## src/rtl/dup_pkg.sv

```systemverilog
package dup_pkg;
  localparam int unsigned CH_A = 0;
  localparam int unsigned CH_B = 1;
  localparam int unsigned NCH  = 2;

  // Trigger rule: a clock rise qualified by the enable level held before it,
  // or an enable fall qualified by the clock level held before it.
  function automatic logic trig_rule(input logic clk_rise, input logic en_fall,
                                     input logic en_before, input logic clk_before);
    return (clk_rise & en_before) | (en_fall & ~clk_before);
  endfunction
endpackage

```

## src/rtl/dup_sync.sv

```systemverilog
module dup_sync #(
  parameter int unsigned WIDTH  = 6,
  parameter int unsigned STAGES = 2
) (
  input  logic             clk,
  input  logic             rst_n,
  input  logic [WIDTH-1:0] async_in,
  output logic [WIDTH-1:0] sync_out
);
  logic [WIDTH-1:0] chain [STAGES];

  always_ff @(posedge clk or negedge rst_n) begin
    if (!rst_n) chain[0] <= '0;
    else        chain[0] <= async_in;
  end

  for (genvar s = 1; s < STAGES; s++) begin : g_stage
    always_ff @(posedge clk or negedge rst_n) begin
      if (!rst_n) chain[s] <= '0;
      else        chain[s] <= chain[s-1];
    end
  end

  assign sync_out = chain[STAGES-1];
endmodule

```

## src/rtl/dup_trigger.sv

```systemverilog
module dup_trigger
  import dup_pkg::*;
(
  input  logic clk,
  input  logic rst_n,
  input  logic lvl_clk,
  input  logic lvl_en,
  output logic clk_rise,
  output logic en_fall,
  output logic step
);
  logic prev_clk, prev_en;

  always_ff @(posedge clk or negedge rst_n) begin
    if (!rst_n) begin
      prev_clk <= 1'b0;
      prev_en  <= 1'b0;
    end else begin
      prev_clk <= lvl_clk;
      prev_en  <= lvl_en;
    end
  end

  assign clk_rise = lvl_clk & ~prev_clk;
  assign en_fall  = ~lvl_en & prev_en;
  assign step     = trig_rule(clk_rise, en_fall, prev_en, prev_clk);


  single_step_chk: assert property (@(posedge clk) disable iff (!rst_n)
    (clk_rise && en_fall) |-> (step == (prev_en || !prev_clk)));
endmodule

```

## src/rtl/dup_counter.sv

```systemverilog
module dup_counter #(
  parameter int unsigned W = 4
) (
  input  logic         clk,
  input  logic         rst_n,
  input  logic         clr,
  input  logic         step,
  output logic [W-1:0] q
);
  function automatic logic [W-1:0] bump(input logic [W-1:0] v);
    return v + W'(1);
  endfunction

  always_ff @(posedge clk or negedge rst_n) begin
    if (!rst_n)    q <= '0;
    else if (clr)  q <= '0;
    else if (step) q <= bump(q);
  end


  clr_hold_chk: assert property (@(posedge clk) disable iff (!rst_n)
    clr |=> (q == '0));

  wrap_chk: assert property (@(posedge clk) disable iff (!rst_n)
    (q == '1 && step && !clr) |=> (q == '0));

  idle_chk: assert property (@(posedge clk) disable iff (!rst_n)
    (!step && !clr) |=> $stable(q));

  move_chk: assert property (@(posedge clk) disable iff (!rst_n)
    (q != $past(q)) |-> (q == $past(q) + W'(1) || q == '0));
endmodule

```

## src/rtl/dual_upcount.sv

```systemverilog
module dual_upcount
  import dup_pkg::*;
#(
  parameter int unsigned W           = 4,
  parameter int unsigned SYNC_STAGES = 2,
  parameter bit          CASCADE     = 1'b0
) (
  input  logic         clk,
  input  logic         rst_n,
  input  logic         a_clk_pin,
  input  logic         a_en_pin,
  input  logic         a_clr_pin,
  input  logic         b_clk_pin,
  input  logic         b_en_pin,
  input  logic         b_clr_pin,
  output logic [W-1:0] a_q,
  output logic [W-1:0] b_q
);
  localparam int unsigned PINS_PER_CH = 3;
  localparam int unsigned NPINS       = PINS_PER_CH * NCH;

  logic [NPINS-1:0] pins_raw, pins_s;
  logic [NCH-1:0]   ch_clk, ch_en, ch_clr, ch_step, ch_rise, ch_fall;
  logic [W-1:0]     ch_q [NCH];
  logic             a_top;

  assign pins_raw = {b_clr_pin, b_en_pin, b_clk_pin, a_clr_pin, a_en_pin, a_clk_pin};

  dup_sync #(.WIDTH(NPINS), .STAGES(SYNC_STAGES)) u_sync (
    .clk(clk), .rst_n(rst_n), .async_in(pins_raw), .sync_out(pins_s)
  );

  assign a_top = ch_q[CH_A][W-1];

  // Channel A always uses its own pins; B may be chained to A's top bit.
  assign ch_clk[CH_A] = pins_s[0];
  assign ch_en[CH_A]  = pins_s[1];
  assign ch_clr[CH_A] = pins_s[2];
  assign ch_clk[CH_B] = CASCADE ? 1'b0  : pins_s[3];
  assign ch_en[CH_B]  = CASCADE ? a_top : pins_s[4];
  assign ch_clr[CH_B] = pins_s[5];

  for (genvar c = 0; c < NCH; c++) begin : g_ch
    dup_trigger u_trig (
      .clk(clk), .rst_n(rst_n), .lvl_clk(ch_clk[c]), .lvl_en(ch_en[c]),
      .clk_rise(ch_rise[c]), .en_fall(ch_fall[c]), .step(ch_step[c])
    );
    dup_counter #(.W(W)) u_cnt (
      .clk(clk), .rst_n(rst_n), .clr(ch_clr[c]), .step(ch_step[c]), .q(ch_q[c])
    );
  end

  assign a_q = ch_q[CH_A];
  assign b_q = ch_q[CH_B];

  if (CASCADE) begin : g_casc_chk

    casc_chk: assert property (@(posedge clk) disable iff (!rst_n)
      (ch_q[CH_B] != $past(ch_q[CH_B]) && !$past(ch_clr[CH_B]))
        |-> ($past(a_top, 2) && !$past(a_top)));
  end
endmodule

```

## config.mk

```make
export PLATFORM = sky130hd
export DESIGN_NAME = dual_upcount
export DESIGN_NICKNAME = d
export VERILOG_FILES = /design/src/rtl/dup_pkg.sv /design/src/rtl/dup_sync.sv /design/src/rtl/dup_trigger.sv /design/src/rtl/dup_counter.sv /design/src/rtl/dual_upcount.sv
export SDC_FILE = /design/constraint.sdc
export NUM_CORES = 1
export LEC_CHECK = 0
export BUFFER_PORTS_ARGS = -buffer_cell sky130_fd_sc_hd__buf_2
export CAP_MARGIN = 20
export CELL_PAD_IN_SITES_DETAIL_PLACEMENT = 1
export CELL_PAD_IN_SITES_GLOBAL_PLACEMENT = 2
export CORE_MARGIN = 2
export CORE_UTILIZATION = 41
export CTS_BUF_LIST = sky130_fd_sc_hd__clkbuf_8
export CTS_CLUSTER_SIZE = 25
export DETAILED_ROUTE_END_ITERATION = 10
export GPL_ROUTABILITY_DRIVEN = 0
export PLACE_DENSITY = 0.8
export SYNTH_ARGS = -nofsm -noshare
export SYNTH_HDL_FRONTEND = slang
export SYNTH_SLANG_ARGS = --single-unit
```

## constraint.sdc

```tcl
create_clock -name clk -period 3.99 [get_ports clk]
set_input_delay 0 -clock clk [delete_from_list [all_inputs] [get_ports clk]]
set_output_delay 0 -clock clk [all_outputs]
set_load 0.05 [all_outputs]
```

== Yosys cells after proc, flatten, opt, wreduce, memory -nomap -nowiden ==
Index checks and enable logic that the tools add are counted.

* Flip-flop bits (word level): 24
* Output and inout port bits: 8
* Input bits: 8
* Word-level logic and storage cells: 30

* Reduce and logical (&&, ||, !) cells: 2
* Add/sub/neg operators: 2
* Muxes and demuxes: 4
* Bitwise gates (word level): 14

{| class="wikitable"
|+ Operators with widths
! cell !! count
|-
| 4-bit two-way mux || 4
|-
| 4-bit by 1-bit adder with 4-bit output, second input constant || 2
|-
| 1-bit bitwise AND || 8
|-
| 1-bit inverter || 4
|-
| 2-bit nonzero test || 2
|-
| 1-bit OR || 2
|}

== Logic depth before layout (Yosys ltp) ==
* Depth after elaboration: 6
* Mapped depth: 4
* Depth with buffers taken out: 4

== By module ==
Synthesis repeated with hierarchy kept, for this count alone.

* Cell total of the unflattened synthesis: 62
* Area, all modules: 898.4 um^2

{| class="wikitable"
|+ Modules (own cells, without submodules)
! module !! cells each !! instances !! area an instance (um^2) !! seq. area each (um^2)
|-
| dup_counter || 16 || 2 || 192.7 || 100.1
|-
| dup_sync || 18 || 1 || 345.3 || 300.3
|-
| dup_trigger || 6 || 2 || 83.8 || 50.0
|}

== Worst setup path before layout ==
OpenSTA, ideal clock, no wires.

* Kind: register -> register
* Start: register g_ch[0].u_cnt.q[0]
* End: register g_ch[0].u_cnt.q[2]
* Cell stages (with the launch flop): 5
* Arrival time: 1.527 ns
* Data required time: 3.913 ns
* Slack: 2.386 ns
* Period minus slack after synthesis: 1.604 ns
* Setup time: 0.077 ns
* Buffers on the path: 0
* Cells stage by stage: dfrtp_1 -> ha_1 -> inv_1 -> or4_1 -> a21oi_1

* Word-level cells in the longest chain between the ends: 3

{| class="wikitable"
|+ Ends and longest elaborated chain
! what !! line !! source
|-
| from (decl) || dup_counter.sv:8 || <nowiki>output logic [W-1:0] q</nowiki>
|-
| from (signal assigned) || dup_counter.sv:17 || <nowiki>else if (step) q <= bump(q);</nowiki>
|-
| 4-bit by 1-bit adder with 4-bit output || dup_counter.sv:11 || <nowiki>return v + W'(1);</nowiki>
|-
| 4-bit two-way mux || dup_counter.sv:17 ||
|-
| 4-bit two-way mux || dup_counter.sv:16 || <nowiki>else if (clr) q <= '0;</nowiki>
|}

Every way passes these cells. The select of a mux whose other input is x is not followed.
A chain may end at the register's enable or synchronous reset.

== Final worst setup path ==
* Start: register g_ch[0].u_cnt.q[0]
* End: register g_ch[0].u_cnt.q[1]

The elaborated chain is that of the path after synthesis.

==> impl_results.md <==
- Clock Tree Buf Depth: 2
- End point of the critical path: g_ch[0].u_cnt.q[1]
- Final #Nets: 95
- Hold Vio Cnt, Final: 0
- Dpl cell area: 945 um^2
- Grt total ovfl: 0
- Worst r2r src: g_ch[0].u_cnt.q[0]
- Worst EP required: 4.18 ns
- Area Growth Syn to Fin: 29.9%
- Max-Cap Viols: 0
- Nature of the critical path endpoint: flop
- Status: finished, final reports clean
- DRC: 0
- Antenna Cells: 0
- Number of global-route vias before repair: 633
- CTS buffer count: 3
- Flops & latches, synth: 24
- Final std cells w/o fill: 111
- Post-Syn Area: 836 um^2
- Most frequent cells in the layout: 24 x dfrtp_1, 15 x buf_2, 8 x a21oi_1
- Placeable Area: 1940 um^2
- Post-Synth XOR/XNOR Area: 0
- Register area share after synthesis: 0.719
- DR pass1 iterations: 4
- Yosys top cell area share: 0.719
- DR vias/cell: 4.88
- Commonest non-fill, non-tap cell in the layout: dfrtp_1
- Clock transition at the registers of the reported paths: 0.08 ns
- CTS Sinks: 24
- DRT antenna net count: 0
- Dpl cells: 100
- Post-Route WL: 1560 um
- Syn. warnings: 0
- GRT Util Overall: 0.160
- Starting DRT DRC Count: 3
- Worst endpoint data arrival time: 1.56 ns
- Synth Area in Simple Gates: 0.135
- CP Max Fanout: 5
- Initial cell density of the core: 0.430
- Routed vias: 542
- Die area: 2420 um^2
- First-pass GRT wire length: 2770 um
- Synth area leader: dfrtp_1
- Post-route setup slack: 2.62 ns
- Fin. max-slew vios: 0
- FP Rows: 16
- Clock root buffer master: clkbuf_8
- I/O Pins: 16
- Netlist cell types: 12
- Adder-cell share of the synthesized area: 0.0299
- Final setup fails: 0
- Clock skew: 0.00392 ns
- Mapped Nets: 68
- Mapped Avg Cell Area: 14.4 um^2
- Largest family of logic cells by synthesized area: simple AND/OR/NAND/NOR gates
- Width of the die: 49.2 um
- Post-synthesis mux area share: 0
- CTS tree: built
- Die height: 49.2 um
- Worst Tran Pin Value: 0.506 ns
- Maximum vdd drop: 0.381 mV
- Static Leak: 0.500 nW
- H-tree depth: 1
- Compound-gate portion of the synthesized area: 0.108
- Worst slack, placed: 2.63 ns
- Layout Utilization: 0.559
- Initial antenna violation count: 0
- Drt wl/cell: 14.1 um
- Setup TNS: 0 ns
- Final hold slack: 0.224 ns
- Post-CTS Setup Bufs: 0
- FF-to-FF path depth: 3
- Synth Instances: 58
- RSZ-0062 raised after global routing: no
- Port bufs: 15
- Overall Power: 0.501 mW
- Hold Crit Class: in2async
- HPWL Detailed: 946 um
- Worst-skew pair later-pin latency: 0.27 ns
- Period Utilization, post-route: 0.344
- Fmax: 730 MHz
- FF-to-FF End: g_ch[0].u_cnt.q[1]
- Fin area: 1090 um^2
- Headroom to the max-slew limit: 0.662
- Crit path time final: 1.37 ns
- Pwr dens: 462 nW/um^2
- CP Launch Type: flop
- Filler cells: 201
- Synth area leaders: dfrtp_1 72%, a21oi_1 4.8%, o31ai_1 3.6%, or4_1 3.6%, nand2b_4 3.3%
- Layout cell share with drive strength beyond 1: 0.298
- Crit Path Class: reg2reg
- Worst Setup SP: g_ch[0].u_cnt.q[0]
- Reg2Reg Setup Slack: 2.62 ns
- Largest net degree at the start of global routing: 25
## report_power, final
group / internal [mW] / leakage, nW / switching (mW) / total, mW
Combinational: 0.0129 / 0.167 / 0.0186 / 0.0315
Clock: 0.134 / 0.0357 / 0.0766 / 0.211
Sequential: 0.253 / 0.297 / 0.00631 / 0.259
## flip-flops by register name, summed over array words and instances (netlist names)
| register | flops |
|---|---|
| g_ch.u_cnt.q | 8 |
| g_ch.u_trig.prev_clk | 2 |
| g_ch.u_trig.prev_en | 2 |
| u_sync.chain | 6 |
| u_sync.sync_out | 6 |
## worst max-delay path: stages (launching register included)
cell and delay [ns]:
dfrtp_1 0.42, ha_1 0.29, or3b_2 0.43, a21oi_1 0.15
## what timing repair did
item | CTS | global route
hold buffers | 7 | 0
gates resized for setup | 0 | 0
endpoints found under the hold margin | 30 | 0
## synthesized netlist by cell type
library cell / number
nand2b_4: 2
nor2b_1: 2
nand3_1: 2
or4_1: 4
ha_1: 2
inv_1: 2
dfrtp_1: 24
o21ai_0: 4
or3b_2: 2
o31ai_1: 4
or3_2: 2
a21oi_1: 8
## worst min-delay path by stage
stage                     slack, ns  cells after the start  startpoint            endpoint
after floorplan               -0.30                      0       rst_n  g_ch[0].u_cnt.q[0]
after global placement       -0.002                      1       rst_n     u_sync.chain[8]
after detailed placement     -0.001                      1       rst_n     u_sync.chain[8]
after CTS                      0.24                      2       rst_n  g_ch[1].u_cnt.q[3]
after global routing           0.27                      2       rst_n     u_sync.chain[7]
final                          0.22                      2       rst_n     u_sync.chain[8]
## per-layer routing
metal / vias to the layer above / track usage / wire (um)
li1: 259 / - / -
met1: 266 / 0.186 / 656
met2: 12 / 0.257 / 789
met3: 5 / 0.0491 / 69
met4: 0 / 0.100 / 46
met5: - / 0 / 0
## cells by family after synthesis
logic type,after synthesis
flip-flops,24
buffers and inverters,2
AO/OA/AOI/OAI,16
adder cells (fa/ha/maj),2
AND/OR/NAND/NOR,14
## cell type report
type / instances / area (um^2) / share of cell area
Clock inverter: 1 / 30.0 / 0.0276
Tap cell: 27 / 33.8 / 0.0311
Clock buffer: 3 / 41.3 / 0.0380
Multi-Input combinational cell: 32 / 228 / 0.210
Sequential cell: 24 / 601 / 0.553
Inverter: 2 / 7.51 / 0.00691
Timing Repair Buffer: 22 / 145 / 0.134
(Power assumes the default switching activity.)
